`config.mk`:
```
export PLATFORM = sky130hd
export DESIGN_NAME = mdio_phy_target
export DESIGN_NICKNAME = d
export VERILOG_FILES = /design/src/rtl/mdio_pkg.sv /design/src/rtl/mdio_frame_ctrl.sv /design/src/rtl/mdio_reg_datapath.sv /design/src/rtl/mdio_phy_target.sv
export SDC_FILE = /design/constraint.sdc
export NUM_CORES = 1
export LEC_CHECK = 0
export CAP_MARGIN = 20
export CORE_ASPECT_RATIO = 1.5
export CORE_MARGIN = 3
export CORE_UTILIZATION = 40
export CTS_BUF_LIST = sky130_fd_sc_hd__clkbuf_8
export DETAILED_ROUTE_END_ITERATION = 8
export DONT_BUFFER_PORTS = 1
export RECOVER_POWER = 50
export SLEW_MARGIN = 20
export SYNTH_ARGS = -nofsm -noshare
export SYNTH_HDL_FRONTEND = slang
export SYNTH_SLANG_ARGS = --single-unit
```
`constraint.sdc`:
```
create_clock -name clk -period 3.3 [get_ports clk]
set_clock_uncertainty 0.1 [all_clocks]
set_input_delay 0.66 -clock clk [delete_from_list [all_inputs] [get_ports clk]]
set_output_delay 0.66 -clock clk [all_outputs]
set_load 0.005 [all_outputs]
```
`src/rtl/mdio_pkg.sv`:
```
package mdio_pkg;
  localparam int REG_AW   = 5;
  localparam int DATA_W   = 16;
  localparam int NUM_REGS = 1 << REG_AW;
  localparam int HDR_BITS = 2 + 2 * REG_AW;

  localparam logic [1:0] OP_READ  = 2'b10;
  localparam logic [1:0] OP_WRITE = 2'b01;

  localparam logic [REG_AW-1:0] REG_CTRL     = 5'd0;
  localparam logic [REG_AW-1:0] REG_STATUS   = 5'd1;
  localparam logic [REG_AW-1:0] REG_ADVERT   = 5'd4;
  localparam logic [REG_AW-1:0] REG_PARTNER  = 5'd5;
  localparam logic [REG_AW-1:0] REG_VENDOR   = 5'd17;
  localparam logic [REG_AW-1:0] REG_RESOLVED = 5'd18;

  typedef enum logic [2:0] {
    ST_IDLE,
    ST_START,
    ST_HDR,
    ST_RTA,
    ST_RDATA,
    ST_WTA,
    ST_WDATA
  } frameStateT;

  typedef struct packed {
    logic loadRd;
    logic shiftRd;
    logic dropBus;
    logic wrEn;
  } mdioStrobeT;
endpackage

```
`src/rtl/mdio_frame_ctrl.sv`:
```
module mdio_frame_ctrl
  import mdio_pkg::*;
#(
  parameter logic [REG_AW-1:0] PHY_ADDR = 5'd7,
  parameter int PRE_MIN     = 32,
  parameter int SYNC_STAGES = 2
) (
  input  logic              clk,
  input  logic              rstN,
  input  logic              mdcIn,
  input  logic              mdioIn,
  output mdioStrobeT        strb,
  output logic [REG_AW-1:0] regAddr,
  output logic [DATA_W-1:0] wrData,
  output frameStateT        ctlState
);
  localparam int PCW = $clog2(PRE_MIN + 1);
  localparam logic [PCW-1:0] PRE_LIM = PCW'(PRE_MIN);

  logic [SYNC_STAGES-1:0] mdcSync, mdioSync;
  logic mdcPrev, mdcRise, bitIn;

  generate
    if (SYNC_STAGES == 1) begin : g_sync_one
      always_ff @(posedge clk) begin
        if (!rstN) begin
          mdcSync  <= '0;
          mdioSync <= '1;
        end else begin
          mdcSync  <= mdcIn;
          mdioSync <= mdioIn;
        end
      end
    end else begin : g_sync_multi
      always_ff @(posedge clk) begin
        if (!rstN) begin
          mdcSync  <= '0;
          mdioSync <= '1;
        end else begin
          mdcSync  <= {mdcSync[SYNC_STAGES-2:0], mdcIn};
          mdioSync <= {mdioSync[SYNC_STAGES-2:0], mdioIn};
        end
      end
    end
  endgenerate

  always_ff @(posedge clk) begin
    if (!rstN) mdcPrev <= 1'b0;
    else       mdcPrev <= mdcSync[SYNC_STAGES-1];
  end

  assign mdcRise = mdcSync[SYNC_STAGES-1] & ~mdcPrev;
  assign bitIn   = mdioSync[SYNC_STAGES-1];

  frameStateT          state;
  logic [PCW-1:0]      preCnt;
  logic [4:0]          bitCnt;
  logic [HDR_BITS-1:0] hdrSh;
  logic [HDR_BITS-1:0] hdrNext;
  logic [DATA_W-1:0]   wdSh;
  logic                phyMatch;

  assign hdrNext  = {hdrSh[HDR_BITS-2:0], bitIn};
  assign phyMatch = (hdrNext[2*REG_AW-1:REG_AW] == PHY_ADDR);
  assign ctlState = state;

  always_ff @(posedge clk) begin
    if (!rstN) begin
      state   <= ST_IDLE;
      preCnt  <= '0;
      bitCnt  <= '0;
      hdrSh   <= '0;
      wdSh    <= '0;
      regAddr <= '0;
      wrData  <= '0;
      strb    <= '0;
    end else begin
      strb <= '0;
      if (mdcRise) begin
        if (state != ST_IDLE) preCnt <= '0;
        unique case (state)
          ST_IDLE: begin
            if (bitIn) begin
              if (preCnt < PRE_LIM) preCnt <= preCnt + 1'b1;
            end else begin
              if (preCnt >= PRE_LIM) state <= ST_START;
              preCnt <= '0;
            end
          end
          ST_START: begin
            bitCnt <= '0;
            state  <= bitIn ? ST_HDR : ST_IDLE;
          end
          ST_HDR: begin
            hdrSh  <= hdrNext;
            bitCnt <= bitCnt + 1'b1;
            if (bitCnt == 5'(HDR_BITS - 1)) begin
              bitCnt  <= '0;
              regAddr <= hdrNext[REG_AW-1:0];
              if (phyMatch && hdrNext[HDR_BITS-1 -: 2] == OP_READ)
                state <= ST_RTA;
              else if (phyMatch && hdrNext[HDR_BITS-1 -: 2] == OP_WRITE)
                state <= ST_WTA;
              else
                state <= ST_IDLE;
            end
          end
          ST_RTA: begin
            strb.loadRd <= 1'b1;
            bitCnt      <= '0;
            state       <= ST_RDATA;
          end
          ST_RDATA: begin
            if (bitCnt == 5'(DATA_W)) begin
              strb.dropBus <= 1'b1;
              bitCnt       <= '0;
              state        <= ST_IDLE;
            end else begin
              strb.shiftRd <= 1'b1;
              bitCnt       <= bitCnt + 1'b1;
            end
          end
          ST_WTA: begin
            bitCnt <= bitCnt + 1'b1;
            if (bitCnt == 5'd1) begin
              bitCnt <= '0;
              state  <= ST_WDATA;
            end
          end
          ST_WDATA: begin
            wdSh   <= {wdSh[DATA_W-2:0], bitIn};
            bitCnt <= bitCnt + 1'b1;
            if (bitCnt == 5'(DATA_W - 1)) begin
              wrData    <= {wdSh[DATA_W-2:0], bitIn};
              strb.wrEn <= 1'b1;
              bitCnt    <= '0;
              state     <= ST_IDLE;
            end
          end
          default: state <= ST_IDLE;
        endcase
      end
    end
  end

  // a header naming another PHY returns the frame engine to idle
  p_foreign_idle_r10: assert property (@(posedge clk) disable iff (!rstN)
    (mdcRise && state == ST_HDR && bitCnt == 5'(HDR_BITS - 1) && !phyMatch)
      |=> state == ST_IDLE);

  // a zero after too short a run of ones does not start a frame
  p_short_pre_r11: assert property (@(posedge clk) disable iff (!rstN)
    (mdcRise && state == ST_IDLE && !bitIn && preCnt < PRE_LIM)
      |=> state == ST_IDLE);

  // at most one datapath action per cycle
  p_strobe_onehot_r3: assert property (@(posedge clk) disable iff (!rstN)
    $onehot0(strb));

  // the read data counter never passes the word length
  p_rd_count_r3: assert property (@(posedge clk) disable iff (!rstN)
    (state == ST_RDATA) |-> (bitCnt <= 5'(DATA_W)));
endmodule

```
`src/rtl/mdio_reg_datapath.sv`:
```
module mdio_reg_datapath
  import mdio_pkg::*;
(
  input  logic              clk,
  input  logic              rstN,
  input  logic              linkUp,
  input  mdioStrobeT        strb,
  input  logic [REG_AW-1:0] regAddr,
  input  logic [DATA_W-1:0] wrData,
  output logic              mdioOut,
  output logic              mdioOe
);
  logic [DATA_W-1:0] regFile [NUM_REGS];
  logic [DATA_W-1:0] readVal;
  logic [DATA_W-1:0] shOut;
  logic [DATA_W-1:0] advert;
  logic              adv10Full, adv100Half, adv100Full;

  function automatic logic [DATA_W-1:0] resetValueF(input int idx);
    case (idx)
      0:       return 16'h3100;
      2:       return 16'h0141;
      3:       return 16'h0CC2;
      4:       return 16'h01E1;
      default: return 16'h0000;
    endcase
  endfunction

  always_ff @(posedge clk) begin
    if (!rstN) begin
      for (int i = 0; i < NUM_REGS; i++) regFile[i] <= resetValueF(i);
    end else if (strb.wrEn) begin
      regFile[regAddr]        <= wrData;
      regFile[REG_CTRL][15]   <= 1'b0;
    end
  end

  assign advert     = regFile[REG_ADVERT];
  assign adv10Full  = advert[6];
  assign adv100Half = advert[7];
  assign adv100Full = advert[8];

  always_comb begin
    readVal = regFile[regAddr];
    unique case (regAddr)
      REG_STATUS:   readVal = linkUp ? 16'h782E : 16'h0000;
      REG_PARTNER:  readVal = 16'h4001 | (advert & 16'h01E0);
      REG_VENDOR:   readVal = 16'h4C00;
      REG_RESOLVED: begin
        readVal = 16'h0000;
        if (linkUp) begin
          readVal[10] = adv100Half | adv100Full;
          readVal[11] = adv100Full | adv10Full;
        end
      end
      default: ;
    endcase
  end

  always_ff @(posedge clk) begin
    if (!rstN) begin
      shOut   <= '0;
      mdioOut <= 1'b0;
      mdioOe  <= 1'b0;
    end else if (strb.loadRd) begin
      shOut   <= readVal;
      mdioOut <= 1'b0;
      mdioOe  <= 1'b1;
    end else if (strb.shiftRd) begin
      mdioOut <= shOut[DATA_W-1];
      shOut   <= {shOut[DATA_W-2:0], 1'b0};
    end else if (strb.dropBus) begin
      mdioOut <= 1'b0;
      mdioOe  <= 1'b0;
    end
  end

  // a write strobe to a plain register lands the data there
  p_write_lands_r4: assert property (@(posedge clk) disable iff (!rstN)
    (strb.wrEn && regAddr != REG_CTRL) |=> regFile[$past(regAddr)] == $past(wrData));

  // the soft-reset bit of the control register is never held
  p_ctrl_msb_r9: assert property (@(posedge clk) disable iff (!rstN)
    regFile[REG_CTRL][15] == 1'b0);
endmodule

```
`src/rtl/mdio_phy_target.sv`:
```
module mdio_phy_target
  import mdio_pkg::*;
#(
  parameter logic [REG_AW-1:0] PHY_ADDR = 5'd7,
  parameter int PRE_MIN     = 32,
  parameter int SYNC_STAGES = 2
) (
  input  logic clk,
  input  logic rstN,
  input  logic linkUp,
  input  logic mdcIn,
  input  logic mdioIn,
  output logic mdioOut,
  output logic mdioOe
);
  mdioStrobeT        strb;
  logic [REG_AW-1:0] regAddr;
  logic [DATA_W-1:0] wrData;
  frameStateT        ctlState;

  mdio_frame_ctrl #(
    .PHY_ADDR   (PHY_ADDR),
    .PRE_MIN    (PRE_MIN),
    .SYNC_STAGES(SYNC_STAGES)
  ) u_ctrl (
    .clk     (clk),
    .rstN    (rstN),
    .mdcIn   (mdcIn),
    .mdioIn  (mdioIn),
    .strb    (strb),
    .regAddr (regAddr),
    .wrData  (wrData),
    .ctlState(ctlState)
  );

  mdio_reg_datapath u_data (
    .clk    (clk),
    .rstN   (rstN),
    .linkUp (linkUp),
    .strb   (strb),
    .regAddr(regAddr),
    .wrData (wrData),
    .mdioOut(mdioOut),
    .mdioOe (mdioOe)
  );

  // the pin is driven only inside a read data phase of this PHY
  p_drive_window_r3: assert property (@(posedge clk) disable iff (!rstN)
    mdioOe |-> (ctlState == ST_RDATA || $past(ctlState) == ST_RDATA));
endmodule

```
==> Word-level counts from Yosys, hierarchy flattened <==
Memory sizes are Yosys's and may differ from the RTL's. A register that Yosys moved wholly into a read port is not among the register bits.
Index checks and enable logic that the tools add are counted.
{ "word_totals": {"reg_bits": 88, "latch_bits": 0, "mem_bits_rw": 512, "romBits": 0, "input_bits": 5, "output_inout_bits": 2, "word_cells": 127, "n_memories": 1} }
{ "memory_table": {"columns": ["name", "words", "word_bits", "read_ports", "rd_ports_with_merged_regs", "wr", "line_no", "text"], "rows": [
  ["u_data.regFile", 32, 16, 2, 1, 32, "mdio_reg_datapath.sv:13", "logic [DATA_W-1:0] regFile [NUM_REGS];"]
]} }
{ "classes": {"addsub": 2, "mul": 0, "div_mod_pow": 0, "order_cmp": 2, "n_eq_ne": 25, "n_shift": 0, "mux": 47, "bitwise_logic": 12, "reduce_logical": 21} }
{ "ops": {"columns": ["cell", "count"], "rows": [
  ["$mux W16", 8],
  ["$pmux W16 S4", 1],
  ["$mux W5", 7],
  ["$pmux W5 S5", 1],
  ["$mux W3", 8],
  ["$mux W6", 4],
  ["$pmux W3 S7", 1],
  ["$eq A5 B5 Y1 const B", 4],
  ["$reduce_or A16 Y1", 1],
  ["$mux W15", 1],
  ["$mux W1", 13],
  ["$ne A2 B1 Y1 const B", 6],
  ["$reduce_and A3 Y1", 4],
  ["$eq A5 B1 Y1 const B", 2],
  ["$eq A5 B3 Y1 const B", 2],
  ["$eq A5 B4 Y1 const B", 2],
  ["$reduce_and A2 Y1", 5],
  ["$eq A3 B3 Y1 const B", 3],
  ["$reduce_and A7 Y1", 1],
  ["$add A6 B1 Y6 const B", 1],
  ["$eq A3 B2 Y1 const B", 2],
  ["$ge A6 B6 Y1 const B", 1],
  ["$lt A6 B6 Y1 const B", 1],
  ["$mux W2", 3],
  ["15 further kinds", 27]
]} }

==> Logic depth before layout (Yosys ltp) <==
{ "depth": {"depth_word": 8, "ltp_mapped": 9} }

==> Hierarchy <==
From an unflattened synthesis, not the netlist that was laid out.
{ "unflattened": {"hier_cells": 2123, "hier_area_um2": 27604.0} }
{ "modules_own_cells": {"columns": ["module", "n_inst", "cells_per_inst", "area_per_inst_um2"], "rows": [
  ["mdio_reg_datapath", 1, 1764, 24701.2],
  ["mdio_frame_ctrl", 1, 359, 2902.8]
]} }

==> Worst setup path before layout <==
Ideal clock, no wire load.
{ "synth_path": {"path_type": "in2reg", "from": "in rstN", "to": "mem u_data.regFile[28][0], enable pin", "arrival_ps": 2746, "required_ps": 2792, "setup_slack_ps": 46, "path_stages": 6, "path_buffers": 3, "path_cell_list": "buf_2 nand2_1 or3_1 clkbuf_1 clkbuf_1 o21ai_0"} }
{ "synth_rtl": {"columns": ["item", "line_no", "text"], "rows": [
  ["start: declaration", "mdio_phy_target.sv:9", "input logic rstN,"],
  ["end: declaration", "mdio_reg_datapath.sv:13", null]
]} }

==> results.tsv <==
stage	metric	value	unit
synthesis	synth_area_leaders	edfxtp_1, and2_1, mux4_2, dfxtp_1, clkbuf_1	
power_and_ir_drop	p_comb_frac	0.025	
placed_design	dp_hpwl	48.98	mm
routing	routedWlPerCell	25.00	µm
synthesis	yosys.area_share.xor_xnor	0.001266	
outcome	outcome	finished, final reports clean	
layout	drive_gt1_frac	0.1479	
power_and_ir_drop	swShare	0.2161	
clocking	htree_levels	3	
clocking	post-cts-setup-buffers	0	
power_and_ir_drop	power	14.37	mW
routing	drc	0	
worst_setup_path	critPathArrivalTime	3130	ps
clocking	clk_pin_slew	60	ps
synthesis	synth-seq-cells	605	
worst_setup_path	end_kind	flip-flop	
synthesis	synthFlopType	edfxtp_1	
routing	vias	16800	
grt	grt_pass1_vias	17400	
synthesis	syn_inst	2051	
synthesis	synthSimpleGateAreaFrac	0.1681	
synthesis	ys_warn_count	0	
synthesis	synthesis.area	27680	µm²
worst_setup_path	rr_endpoint	u_data.regFile[23][7]	
grt	grt_max_degree	87	
synthesis	synth_top_area_frac	0.5554	
synthesis	ys_seq_area_frac	0.6227	
power_and_ir_drop	power.leakage	10.29	nW
synthesis	yosysUniqueCellTypes	67	
sta	period_minus_slack	2977	ps
clocking	clkLatencyLatePin	670	ps
routing	viasPerCell	5.547	
floorplan	fp-row-count	117	
min_path	hold_depth	2	
grt	grt_antenna_before_repair	2	
floorplan	die_w	220.8	µm
synthesis	synth-adder-area-share	0.003164	
floorplan	io_pins	7	
placed_design	gp_congestion	0.8936	
min_path	hold_end	u_ctrl.bitCnt[4]	
floorplan	die-height	328.2	µm
worst_setup_path	crit_fanout	20	
grt	grt_pass1_wl	113.4	mm
synthesis	synth_top_cell_by_area	edfxtp_1	
power_and_ir_drop	p_per_area	473.8	nW/µm²
routing	drtPass1Iterations	5	
layout	fillers	6339	
synthesis	synth_edf_count	512	
worst_setup_path	cpPeakStageDelay	850	ps
floorplan	core	68220	µm²
layout	num-nets-final	2089	
power_and_ir_drop	power.share.clock	0.381	
grt	grt.total_usage	0.2130	
sta	timing.final.crit_share	0.9023	
sta	maxSlewViolCount	0	
flow_run	maxCapViolCount	0	
min_path	hold_path.class	in2reg	
worst_setup_path	critical_path.n_buffers_inverters	3	
power_and_ir_drop	power.switching	3.106	mW
power_and_ir_drop	ir_drop	0.3601	mV
power_and_ir_drop	p_int	11.27	mW
worst_setup_path	crit_chain	clkbuf_1 > nand4_1 > clkbuf_1 > o21ai_0 > clkbuf_1	
sta	rsz0062_at_grt	no	
layout	area_growth	9.601	%
routing	first_iter_violations	1300	
synthesis	synth_compound_area_frac	0.05212	
sta	hold_viol_final	0	
power_and_ir_drop	power_frac_seq	0.594	
min_path	hp-start	rstN	
sta	max_clock_freq	335.9	MHz
clocking	cts_root_buffer	clkbuf_8	
worst_setup_path	cpMostUsedCell	clkbuf_1	
placed_design	io_buffers	0	
clocking	ctsLongestPathBuffers	3	
sta	setup_viol	0	
worst_setup_path	cp.required	3450	ps
clocking	cts-resized-gates	0	
synthesis	synthMuxAreaShare	0.1201	
grt	grt-ovfl-total	0	
clocking	cts_tree	done	
worst_setup_path	slowest_stage	clkbuf_1	
sta	tightest_slew	1288	ps
worst_setup_path	regToRegStartpoint	u_ctrl.regAddr[1]	
sta	fin_setup_tns	0	ps
worst_setup_path	cp-start-kind	flip-flop	
worst_setup_path	rr_worst_depth	5	
clocking	cts_hold_repair.buffers	3	
clocking	cts_buffers	87	
synthesis	syn_avg_cell_area	13.50	µm²
worst_setup_path	r2r_slack	320	ps
synthesis	synth_top_family_by_area	simple AND/OR/NAND/NOR gates	
synthesis	syn-num-nets	2063	
floorplan	die_area	72460	µm²
clocking	clock-sinks	605	
worst_setup_path	crit_family	buffers and inverters	
synthesis	async_flop_share	0	
floorplan	start_util	0.4058	
routing	ant_nets	0	
worst_setup_path	crit_type	reg2reg	
sta	relSlewSlack	0.1381	
routing	routed_wl	75.72	mm
[power by group through the flow]
stage	Clock (mW)	Combinational [mW]	Sequential, mW
6_report	5.48	0.356	8.54
5_1_grt	5.94	0.380	8.55
4_1_cts	5.61	0.375	8.53
3_5_place_dp	0	0.369	8.70
3_3_place_gp	0	0.364	8.68
2_1_floorplan	0	0.220	8.68
[Yosys cell counts (5+ instances only)]
cell,number
or3_1,20
nand4_1,5
mux2_2,13
edfxtp_1,512
a31oi_1,8
and2_1,503
dfxtp_1,93
o22ai_1,15
nand2b_1,16
buf_6,5
a22oi_1,22
clkbuf_1,141
nor2_1,64
nand2_1,131
buf_1,5
mux4_1,17
buf_2,15
a21oi_1,73
buf_4,11
ha_1,7
o21ai_0,82
nor3_1,14
inv_1,10
mux4_2,100
a221oi_1,10
nor2b_1,15
mux2i_1,48
nand3_1,18
a211oi_1,5
nand4b_1,5
[layout make-up]
| class | count | area, µm² | share of cell area |
|---|---|---|---|
| inverters | 13 | 48.80 | 0.001608 |
| flip-flops and latches | 605 | 17250 | 0.5687 |
| multi-input cells | 1251 | 9555 | 0.3150 |
| clock buffers | 94 | 1294 | 0.04264 |
| repair buffers | 119 | 819.5 | 0.02701 |
| well taps | 892 | 1116 | 0.03679 |
| clock inverters | 54 | 249.0 | 0.008207 |
| diodes | 1 | 2.502 | 0.00008248 |
[through the flow]
step / util / setup WS, ps / cell area (µm²) / std cells / hold WS (ps)
final: 0.4447 / 322.5 / 30340 / 3029 / 55.86
after global routing: 0.4447 / 214.6 / 30340 / 3029 / 25.59
after CTS: 0.4469 / 457.7 / 30480 / 3027 / 1.582
after detailed placement: 0.4238 / 469.6 / 28910 / 2876 / 300.9
after global placement: 0.4236 / 502.3 / 28900 / 2876 / 294.7
after floorplan: - / 45.76 / 27680 / 2051 / 286.3
[worst max path at each step]
| stage | from | cells past startpoint | end | slack (ps) |
|---|---|---|---|---|
| after floorplan | rstN | 6 | u_data.regFile[28][0] | 50 |
| after global placement | flip-flop | 7 | u_data.shOut[8] | 500 |
| after detailed placement | rstN | 4 | u_data.regFile[28][11] | 470 |
| after CTS | flip-flop | 7 | u_data.shOut[8] | 460 |
| after global routing | u_ctrl.regAddr[1] | 5 | u_data.regFile[23][6] | 210 |
| final | u_ctrl.regAddr[1] | 5 | u_data.regFile[23][7] | 320 |
[layer usage]
layer	global-route usage	routed length [µm]	share of wire	vias to the layer above
met1	0.2535	27800	0.37	8547
met4	0.1041	4292	0.057	0
li1	-	-	-	7507
met2	0.3752	39440	0.52	579
met3	0.03100	4183	0.055	170
met5	0	0	0	-
[cell families (layout without fill, tap and decap cells)]
logic type / Yosys count / in the layout
xor+xnor: 4 / 4
mux: 178 / 178
simple gates: 819 / 819
other cells: 1 / 2
compound gates: 242 / 242
buf+inv: 195 / 280
fa+ha+maj: 7 / 7
flops: 605 / 605
[worst reg2reg max path, stage by stage, from the launching register on]
cell and delay [ps]:
dfxtp_1 500, clkbuf_1 250, nand4_1 140, clkbuf_1 440, o21ai_0 290, clkbuf_1 850
[layout by cell type (no fill, tap or decap), types with 5 or more instances in the layout]
cell type	instances
a211oi_1	5
a21oi_1	73
a221oi_1	10
a22oi_1	22
a31oi_1	8
and2_0	110
and2_1	394
buf_12	6
buf_4	67
clkbuf_1	39
clkbuf_8	94
clkinv_1	21
dfxtp_1	84
dfxtp_2	7
edfxtp_1	512
ha_1	7
inv_1	37
mux2_2	13
mux2i_1	48
mux4_1	17
mux4_2	100
nand2_1	131
nand2b_1	16
nand3_1	18
nand4_1	5
nand4b_1	5
nor2_1	59
nor2_2	5
nor2b_1	15
nor3_1	15
o21ai_0	69
o21ai_1	14
o22ai_1	15
or3_1	20
[registers in the layout, summed over array words and instances (netlist names), named ones only]
signal	count
u_ctrl.bitCnt	5
u_ctrl.ctlState	3
u_ctrl.hdrSh	11
u_ctrl.mdcPrev	1
u_ctrl.mdcSync	2
u_ctrl.mdioSync	2
u_ctrl.preCnt	6
u_ctrl.regAddr	5
u_ctrl.strb	4
u_ctrl.wdSh	15
u_ctrl.wrData	16
u_data.mdioOe	1
u_data.mdioOut	1
u_data.regFile	512
u_data.shOut	16
Note: power is estimated with default switching activity, not from simulation.
